<file path="config.mk">
export PLATFORM = sky130hd
export DESIGN_NAME = dual_latch_xcvr
export DESIGN_NICKNAME = d
export VERILOG_FILES = /design/src/rtl/dlx_pkg.sv /design/src/rtl/dlx_path.sv /design/src/rtl/dlx_section.sv /design/src/rtl/dual_latch_xcvr.sv
export SDC_FILE = /design/constraint.sdc
export NUM_CORES = 1
export LEC_CHECK = 0
export BUFFER_PORTS_ARGS = -buffer_cell sky130_fd_sc_hd__buf_2
export CORE_ASPECT_RATIO = 1.4
export CORE_UTILIZATION = 29
export DETAILED_ROUTE_END_ITERATION = 10
export SLEW_MARGIN = 10
export SYNTH_ARGS = -nofsm -noshare
export SYNTH_HDL_FRONTEND = slang
export SYNTH_SLANG_ARGS = --single-unit
export TNS_END_PERCENT = 30
</file>
<file path="constraint.sdc">
create_clock -name clk -period 1.8 [get_ports clk]
set_clock_uncertainty 0.15 [all_clocks]
set_input_delay 0.18 -clock clk [delete_from_list [all_inputs] [get_ports clk]]
set_output_delay 0.18 -clock clk [all_outputs]
set_load 0.01 [all_outputs]
</file>
<file path="src/rtl/dlx_pkg.sv">
package dlx_pkg;

  // A stage passes its input through only while select and hold are both low.
  function automatic logic stage_open(input logic sel_n, input logic hold_n);
    return (!sel_n) && (!hold_n);
  endfunction

  // The far-side pins are driven only while select and drive are both low.
  function automatic logic stage_drive(input logic sel_n, input logic drv_n);
    return (!sel_n) && (!drv_n);
  endfunction

endpackage

</file>
<file path="src/rtl/dlx_path.sv">
module dlx_path
  import dlx_pkg::*;
#(
  parameter int WIDTH = 8
) (
  input  logic             clk,
  input  logic             rst_n,
  input  logic [WIDTH-1:0] din,
  input  logic             sel_n,
  input  logic             hold_n,
  input  logic             drv_n,
  output logic [WIDTH-1:0] dout,
  output logic             drive,
  output logic             is_open
);

  logic [WIDTH-1:0] held_q;
  logic             open_w;

  assign open_w = stage_open(sel_n, hold_n);

  // Stored copy is refreshed every edge while open; it freezes when closed.
  always_ff @(posedge clk or negedge rst_n) begin
    if (!rst_n) begin
      held_q <= '0;
    end else if (open_w) begin
      held_q <= din;
    end
  end

  assign dout    = open_w ? din : held_q;
  assign drive   = stage_drive(sel_n, drv_n);
  assign is_open = open_w;

endmodule

</file>
<file path="src/rtl/dlx_section.sv">
module dlx_section #(
  parameter int WIDTH = 8
) (
  input  logic             clk,
  input  logic             rst_n,
  input  logic [WIDTH-1:0] a_din,
  input  logic [WIDTH-1:0] b_din,
  input  logic             ab_sel_n,
  input  logic             ab_hold_n,
  input  logic             ab_drv_n,
  input  logic             ba_sel_n,
  input  logic             ba_hold_n,
  input  logic             ba_drv_n,
  output logic [WIDTH-1:0] b_dout,
  output logic             b_drive,
  output logic [WIDTH-1:0] a_dout,
  output logic             a_drive,
  output logic             ab_open,
  output logic             ba_open,
  output logic             clash
);

  dlx_path #(.WIDTH(WIDTH)) u_ab (
    .clk     (clk),
    .rst_n   (rst_n),
    .din     (a_din),
    .sel_n   (ab_sel_n),
    .hold_n  (ab_hold_n),
    .drv_n   (ab_drv_n),
    .dout    (b_dout),
    .drive   (b_drive),
    .is_open (ab_open)
  );

  dlx_path #(.WIDTH(WIDTH)) u_ba (
    .clk     (clk),
    .rst_n   (rst_n),
    .din     (b_din),
    .sel_n   (ba_sel_n),
    .hold_n  (ba_hold_n),
    .drv_n   (ba_drv_n),
    .dout    (a_dout),
    .drive   (a_drive),
    .is_open (ba_open)
  );

  assign clash = a_drive && b_drive;

endmodule

</file>
<file path="src/rtl/dual_latch_xcvr.sv">
module dual_latch_xcvr #(
  parameter int SEC_W   = 8,
  parameter int NUM_SEC = 2
) (
  input  logic                     clk,
  input  logic                     rst_n,
  input  logic [NUM_SEC*SEC_W-1:0] a_din,
  input  logic [NUM_SEC*SEC_W-1:0] b_din,
  input  logic [NUM_SEC-1:0]       ab_sel_n,
  input  logic [NUM_SEC-1:0]       ab_hold_n,
  input  logic [NUM_SEC-1:0]       ab_drv_n,
  input  logic [NUM_SEC-1:0]       ba_sel_n,
  input  logic [NUM_SEC-1:0]       ba_hold_n,
  input  logic [NUM_SEC-1:0]       ba_drv_n,
  output logic [NUM_SEC*SEC_W-1:0] b_dout,
  output logic [NUM_SEC-1:0]       b_drive,
  output logic [NUM_SEC*SEC_W-1:0] a_dout,
  output logic [NUM_SEC-1:0]       a_drive,
  output logic [NUM_SEC-1:0]       clash
);

  localparam int BUS_W = NUM_SEC * SEC_W;

  // Named internal events, brought out for the bound checker.
  logic [NUM_SEC-1:0] ab_open;
  logic [NUM_SEC-1:0] ba_open;

  for (genvar s = 0; s < NUM_SEC; s++) begin : g_sec
    dlx_section #(.WIDTH(SEC_W)) u_sec (
      .clk       (clk),
      .rst_n     (rst_n),
      .a_din     (a_din[s*SEC_W +: SEC_W]),
      .b_din     (b_din[s*SEC_W +: SEC_W]),
      .ab_sel_n  (ab_sel_n[s]),
      .ab_hold_n (ab_hold_n[s]),
      .ab_drv_n  (ab_drv_n[s]),
      .ba_sel_n  (ba_sel_n[s]),
      .ba_hold_n (ba_hold_n[s]),
      .ba_drv_n  (ba_drv_n[s]),
      .b_dout    (b_dout[s*SEC_W +: SEC_W]),
      .b_drive   (b_drive[s]),
      .a_dout    (a_dout[s*SEC_W +: SEC_W]),
      .a_drive   (a_drive[s]),
      .ab_open   (ab_open[s]),
      .ba_open   (ba_open[s]),
      .clash     (clash[s])
    );
  end

  if (BUS_W != NUM_SEC * SEC_W) begin : g_bad_width
    initial $error("bus width mismatch");
  end

endmodule

</file>
==> out/qor.yml, run 1 <==
status: "finished, final reports clean"
seq_area_frac_synth_pct: 62.62
initial_utilization_pct: 30.17
gr-total-overflow: 0
worst_pin_slew_ps: 696.1
yosys.area.top_type: "dfrtp_1"
critPathSlowestCell: "dlygate4sd3_1"
syn-cell-area_um2: 1279
min_period_ps: 1578
core_um2: 4239
leakagePower_nw: 0.9942
cts.path.max_buffers: 2
drv_slew: 0
io_pins: 84
syn_nets: 126
fp.dieH_um: 80.57
path_clk_slew_ps: 60
ir_worst_vdd_mv: 0.4900
drt_first_pass_iters: 3
cts_buffers: 5
fillCellCount: 412
rrSetupSlack_ps: 890
setup_viol: 0
cp.required_ps: 1470
hpwl_um: 2213
port_buffers: 83
fmax_mhz: 633.8
setup_tns_ps: 0
track_usage_pct: 12.12
top_usage_layer: "met2"
drive_above_1_share_pct: 69.02
slowest_delay_ps: 540
final_hold_viol_count: 0
worstHoldPathType: "in -> reg"
crit_path_frequent_cell: "buf_2"
critPathLaunch: "a_din[15]"
antenna_cells: 0
synth_top_area_share_pct: 62.62
gp_congestion: 0.6521
clock-sinks: 32
fin_crit_sh_pct: 87.66
wl_per_cell_um: 11.61
antenna_found_initial: 0
critical_path_class: "in -> out"
die_x_um: 58.12
critPathLaunchType: "input port"
first_global_vias: 1013
detail-route-antenna-nets: 0
post_cts_buffers: 0
synth_area_leaders: "dfrtp_1 63%, mux2_2 28%, buf_4 3.5%"
drc_errors: 0
synth_cell_types: 6
synthCells: 80
cp_max_fo: 2
clkLatencyLatePin_ps: 270
vias: 1002
grtUsageMet3_pct: 4.670
grt_max_degree: 33
cp_cell_sequence: "dlygate4sd3_1 > buf_2 > mux2_2 > buf_2"
place_worst_setup_slack_ps: 394.7
syn_to_final_growth_pct: 59.59
cp-end-kind: "output pin"
yosys_warnings: 0
avgSynthCellArea_um2: 15.98
fin_nets: 229
maxCapViolations: 0
wl_um: 2834
setup_ws_ps: 222.1
hold_start: "b_din[2]"
rsz0062_at_grt: "false"
die_area_um2: 4683
gr-usage-met2_pct: 22.18
rr_startpoint: "g_sec[0].u_sec.u_ba.held_q[0]$_DFF_PN0_"
cts-htree-levels: 2
cp.arrival_ps: 1250
cts_tree: "done"
power.total_mw: 2.008
slew_headroom_pct: 53.59
avgViaCountPerCell: 4.107
grt_pass1_wl_um: 4202
yosys_register_bits: 32
powerDensity_nw_per_um2: 984.0
rows: 28
drt_iter0_drc: 15
met1_usage_pct: 11.59
root_buffer: "clkbuf_8"
-- logic make-up after synthesis --
family,share of synthesized area (%)
mux,28.18
buf+inv,3.522
simple gates,5.674
flops,62.62
-- worst max-delay path: cells and delay by family --
family	cells	cell delay, ps
muxes	1	260
buffers and inverters	3	800
-- cells in the final DEF, fill, tap and decap left out --
master         instances
buf_2                 83
bufinv_16              1
clkbuf_8               7
dfrtp_1               32
dlygate4sd3_1         19
mux2_2                32
nor2_1                 4
nor2_4                 4
nor4_1                 2
-- per-stage QoR --
step	hold slack [ps]	instances	area, um^2	util [%]
2_1_floorplan	-265.6	80	1279	-
3_3_place_gp	103.5	217	1724	40.67
3_5_place_dp	115.7	217	1724	40.67
4_1_cts	0.3481	242	2021	47.67
5_1_grt	4.202	244	2041	48.14
6_report	9.262	244	2041	48.14
-- cells in the mapped netlist --
library cell	number
dfrtp_1	32
mux2_2	32
buf_4	6
nor2_1	4
nor2_4	4
nor4_1	2
-- final timing paths --
check | end | depth (start not counted)
min reg2reg | g_sec[0].u_sec.u_ab.held_q[2]$_DFF_PN0_ | 1
max in group asynchronous | g_sec[1].u_sec.u_ba.held_q[4]$_DFF_PN0_ | 2
max | b_dout[15] | 4
min in group asynchronous | g_sec[1].u_sec.u_ab.held_q[7]$_DFF_PN0_ | 2
min | g_sec[0].u_sec.u_ba.held_q[2]$_DFF_PN0_ | 2
max reg2reg | g_sec[0].u_sec.u_ba.held_q[0]$_DFF_PN0_ | 1
-- sequential cells by signal, summed over array words and instances, names as in the netlist --
register,flops
g_sec.u_sec.u_ab.held_q,16
g_sec.u_sec.u_ba.held_q,16
-- final cells by class --
cell class	count	area, um^2	share of cell area (%)
Multi-Input combinational cell	42	432.9	21.21
Clock buffer	7	96.34	4.721
Timing Repair Buffer	102	605.6	29.68
Sequential cell	32	800.8	39.24
Tap cell	60	75.07	3.679
Clock inverter	1	30.03	1.471
-- timing repair --
action,in CTS,in global routing
resized for setup,0,0
hold endpoints to repair,48,2
hold buffers,17,2
-- per-layer routing --
metal	share of wire, %	vias to the layer above
li1	-	477
met1	35	478
met2	57	45
met3	6.8	2
met4	0.85	0
met5	0	-
-- where the power goes --
group | internal [mW] | switching [mW] | total, mW | leakage [nW]
Clock | 0.488 | 0.240 | 0.728 | 0.0645
Sequential | 0.824 | 0.0256 | 0.850 | 0.376
Combinational | 0.230 | 0.200 | 0.431 | 0.554
Note: power is estimated with default switching activity, not from simulation.
==> run 2: changes to the inputs <==
--- a/config.mk
+++ b/config.mk
@@ -9,6 +9,8 @@
 export CORE_ASPECT_RATIO = 1.4
 export CORE_UTILIZATION = 29
 export DETAILED_ROUTE_END_ITERATION = 10
+export SETUP_SLACK_MARGIN = 0.3
+export SKIP_LAST_GASP = 1
 export SLEW_MARGIN = 10
 export SYNTH_ARGS = -nofsm -noshare
 export SYNTH_HDL_FRONTEND = slang
==> run 2 against run 1 <==
Sequential power hardly changed. Die area stayed put. Combinational power is 13% higher. Utilization is 0.24 points lower. Largest cell class unchanged. Largest power group unchanged. Highest routed layer unchanged.
==> out/qor.yml, run 2 (synthesis gave the netlist of run 1 again) <==
setup_viol: 0
fillCellCount: 408
rsz0062_at_grt: "true"
rrSetupSlack_ps: 330
vias: 1007
hpwl_um: 2213
worstHoldPathType: "in -> reg"
reg2regPathDepth: 2
track_usage_pct: 12.52
drc_errors: 0
drive_above_1_share_pct: 69.40
die_area_um2: 4683
cp.arrival_ps: 1480
detail-route-antenna-nets: 0
gr-total-overflow: 0
powerDensity_nw_per_um2: 1018
drt_first_pass_iters: 3
cts_tree: "done"
clkLatencyLatePin_ps: 270
post_cts_buffers: 0
grtUsageMet3_pct: 4.670
layout.cells.most_common: "buf_2"
antenna_cells: 0
leakagePower_nw: 0.9915
initial_utilization_pct: 30.17
min_period_ps: 1483
r2r-end: "g_sec[1].u_sec.u_ab.held_q[0]$_DFF_PN0_"
critical_path_class: "in -> reg"
drt_iter0_drc: 19
fin_cells: 243
cp.required_ps: 1800
top_usage_layer: "met2"
drv_slew: 0
path_clk_slew_ps: 60
rows: 28
root_buffer: "clkbuf_8"
multi_input_area_um2: 432.9
cts-htree-levels: 2
syn_to_final_growth_pct: 58.81
cts.path.max_buffers: 2
fp.dieH_um: 80.57
fin_nets: 228
rr_startpoint: "g_sec[1].u_sec.u_ab.held_q[0]$_DFF_PN0_"
maxCapViolations: 0
slew_headroom_pct: 53.40
port_buffers: 83
gp_congestion: 0.6521
final_hold_viol_count: 0
io_pins: 84
cp-endpoint: "g_sec[1].u_sec.u_ab.held_q[0]$_DFF_PN0_"
cts_resized: 0
grt_max_degree: 33
cp_max_fo: 8
ir_worst_vdd_mv: 0.4958
gr-usage-met2_pct: 22.64
wl_um: 2884
fmax_mhz: 674.3
grt_pass1_wl_um: 4353
critPathLaunch: "ab_sel_n[1]"
worst_pin_slew_ps: 699.1
post-place-cells: 217
antenna_found_initial: 0
cp-end-kind: "flop"
die_x_um: 58.12
critPathLaunchType: "input port"
clock-sinks: 32
status: "finished, final reports clean"
wl_per_cell_um: 11.87
fin_crit_sh_pct: 82.40
cts_buffers: 5
setup_tns_ps: 0
met1_usage_pct: 12.40
reg.largest.list: "g_sec.u_sec.u_ab.held_q (16), g_sec.u_sec.u_ba.held_q (16)"
avgViaCountPerCell: 4.144
core_um2: 4239
final_cell_mix: "83 x buf_2, 32 x mux2_2, 32 x dfrtp_1, 18 x dlygate4sd3_1, 7 x clkbuf_8"
seqCellArea_um2: 800.8
first_global_vias: 1028
run 2: cell types whose count changed in the layout (fill, tap and decap cells not counted):
cell / before / now
dlygate4sd3_1: 19 / 18
run 2: per-layer routing:
layer / part of all wire (%) / vias up
li1: - / 474
met1: 35 / 486
met2: 57 / 45
met3: 7.1 / 2
met4: 0.83 / 0
met5: 0 / -
run 2: through the flow:
stage                     instance area, um^2  setup slack [ps]  total power, mW  utilization [%]  hold slack (ps)
final                                    2031             316.9            2.067            47.90            9.254
after global placement                   1724             425.1            1.255            40.67            103.5
after floorplan                          1279             723.4            1.076                -           -265.6
after CTS                                2021             338.5            2.098            47.67           0.3481
after detailed placement                 1724             394.7            1.272            40.67            115.7
after global routing                     2031             292.0            2.179            47.90           0.4000
run 2: worst min path at each step:
stage / end / startpoint / slack, ps / cells past startpoint
global placement: g_sec[1].u_sec.u_ab.held_q[1]$_DFF_PN0_ / rst_n / 100 / 1
global route: g_sec[0].u_sec.u_ab.held_q[5]$_DFF_PN0_ / a_din[5] / 0.4 / 2
detailed placement: g_sec[1].u_sec.u_ab.held_q[7]$_DFF_PN0_ / rst_n / 120 / 1
finish: g_sec[0].u_sec.u_ba.held_q[2]$_DFF_PN0_ / b_din[2] / 9 / 2
floorplan: g_sec[0].u_sec.u_ab.held_q[0]$_DFF_PN0_ / rst_n / -270 / 0
CTS: g_sec[0].u_sec.u_ba.held_q[2]$_DFF_PN0_ / b_din[2] / 0.3 / 2
run 2: what timing repair did:
item	CTS	global route
endpoints found under the hold margin	48	1
hold buffers	17	1
endpoints found under the setup margin	0	2
run 2: final cells by class:
class / instances / share of cell area [%]
Multi-Input combinational cell: 42 / 21.32
Sequential cell: 32 / 39.43
Timing Repair Buffer: 101 / 29.33
Tap cell: 60 / 3.697
Clock inverter: 1 / 1.479
Clock buffer: 7 / 4.744
run 2: worst max-delay path, cell delays in order:
cell and delay (ps):
buf_2 130, nor2_4 220, mux2_2 380, dlygate4sd3_1 570
run 2: power breakdown:
group / leakage, nW / switching [mW] / internal (mW) / total, mW
sequential: 0.376 / 0.0252 / 0.824 / 0.849
clock: 0.0645 / 0.245 / 0.488 / 0.733
combinational: 0.552 / 0.211 / 0.275 / 0.485
total: 0.992 / 0.481 / 1.59 / 2.07
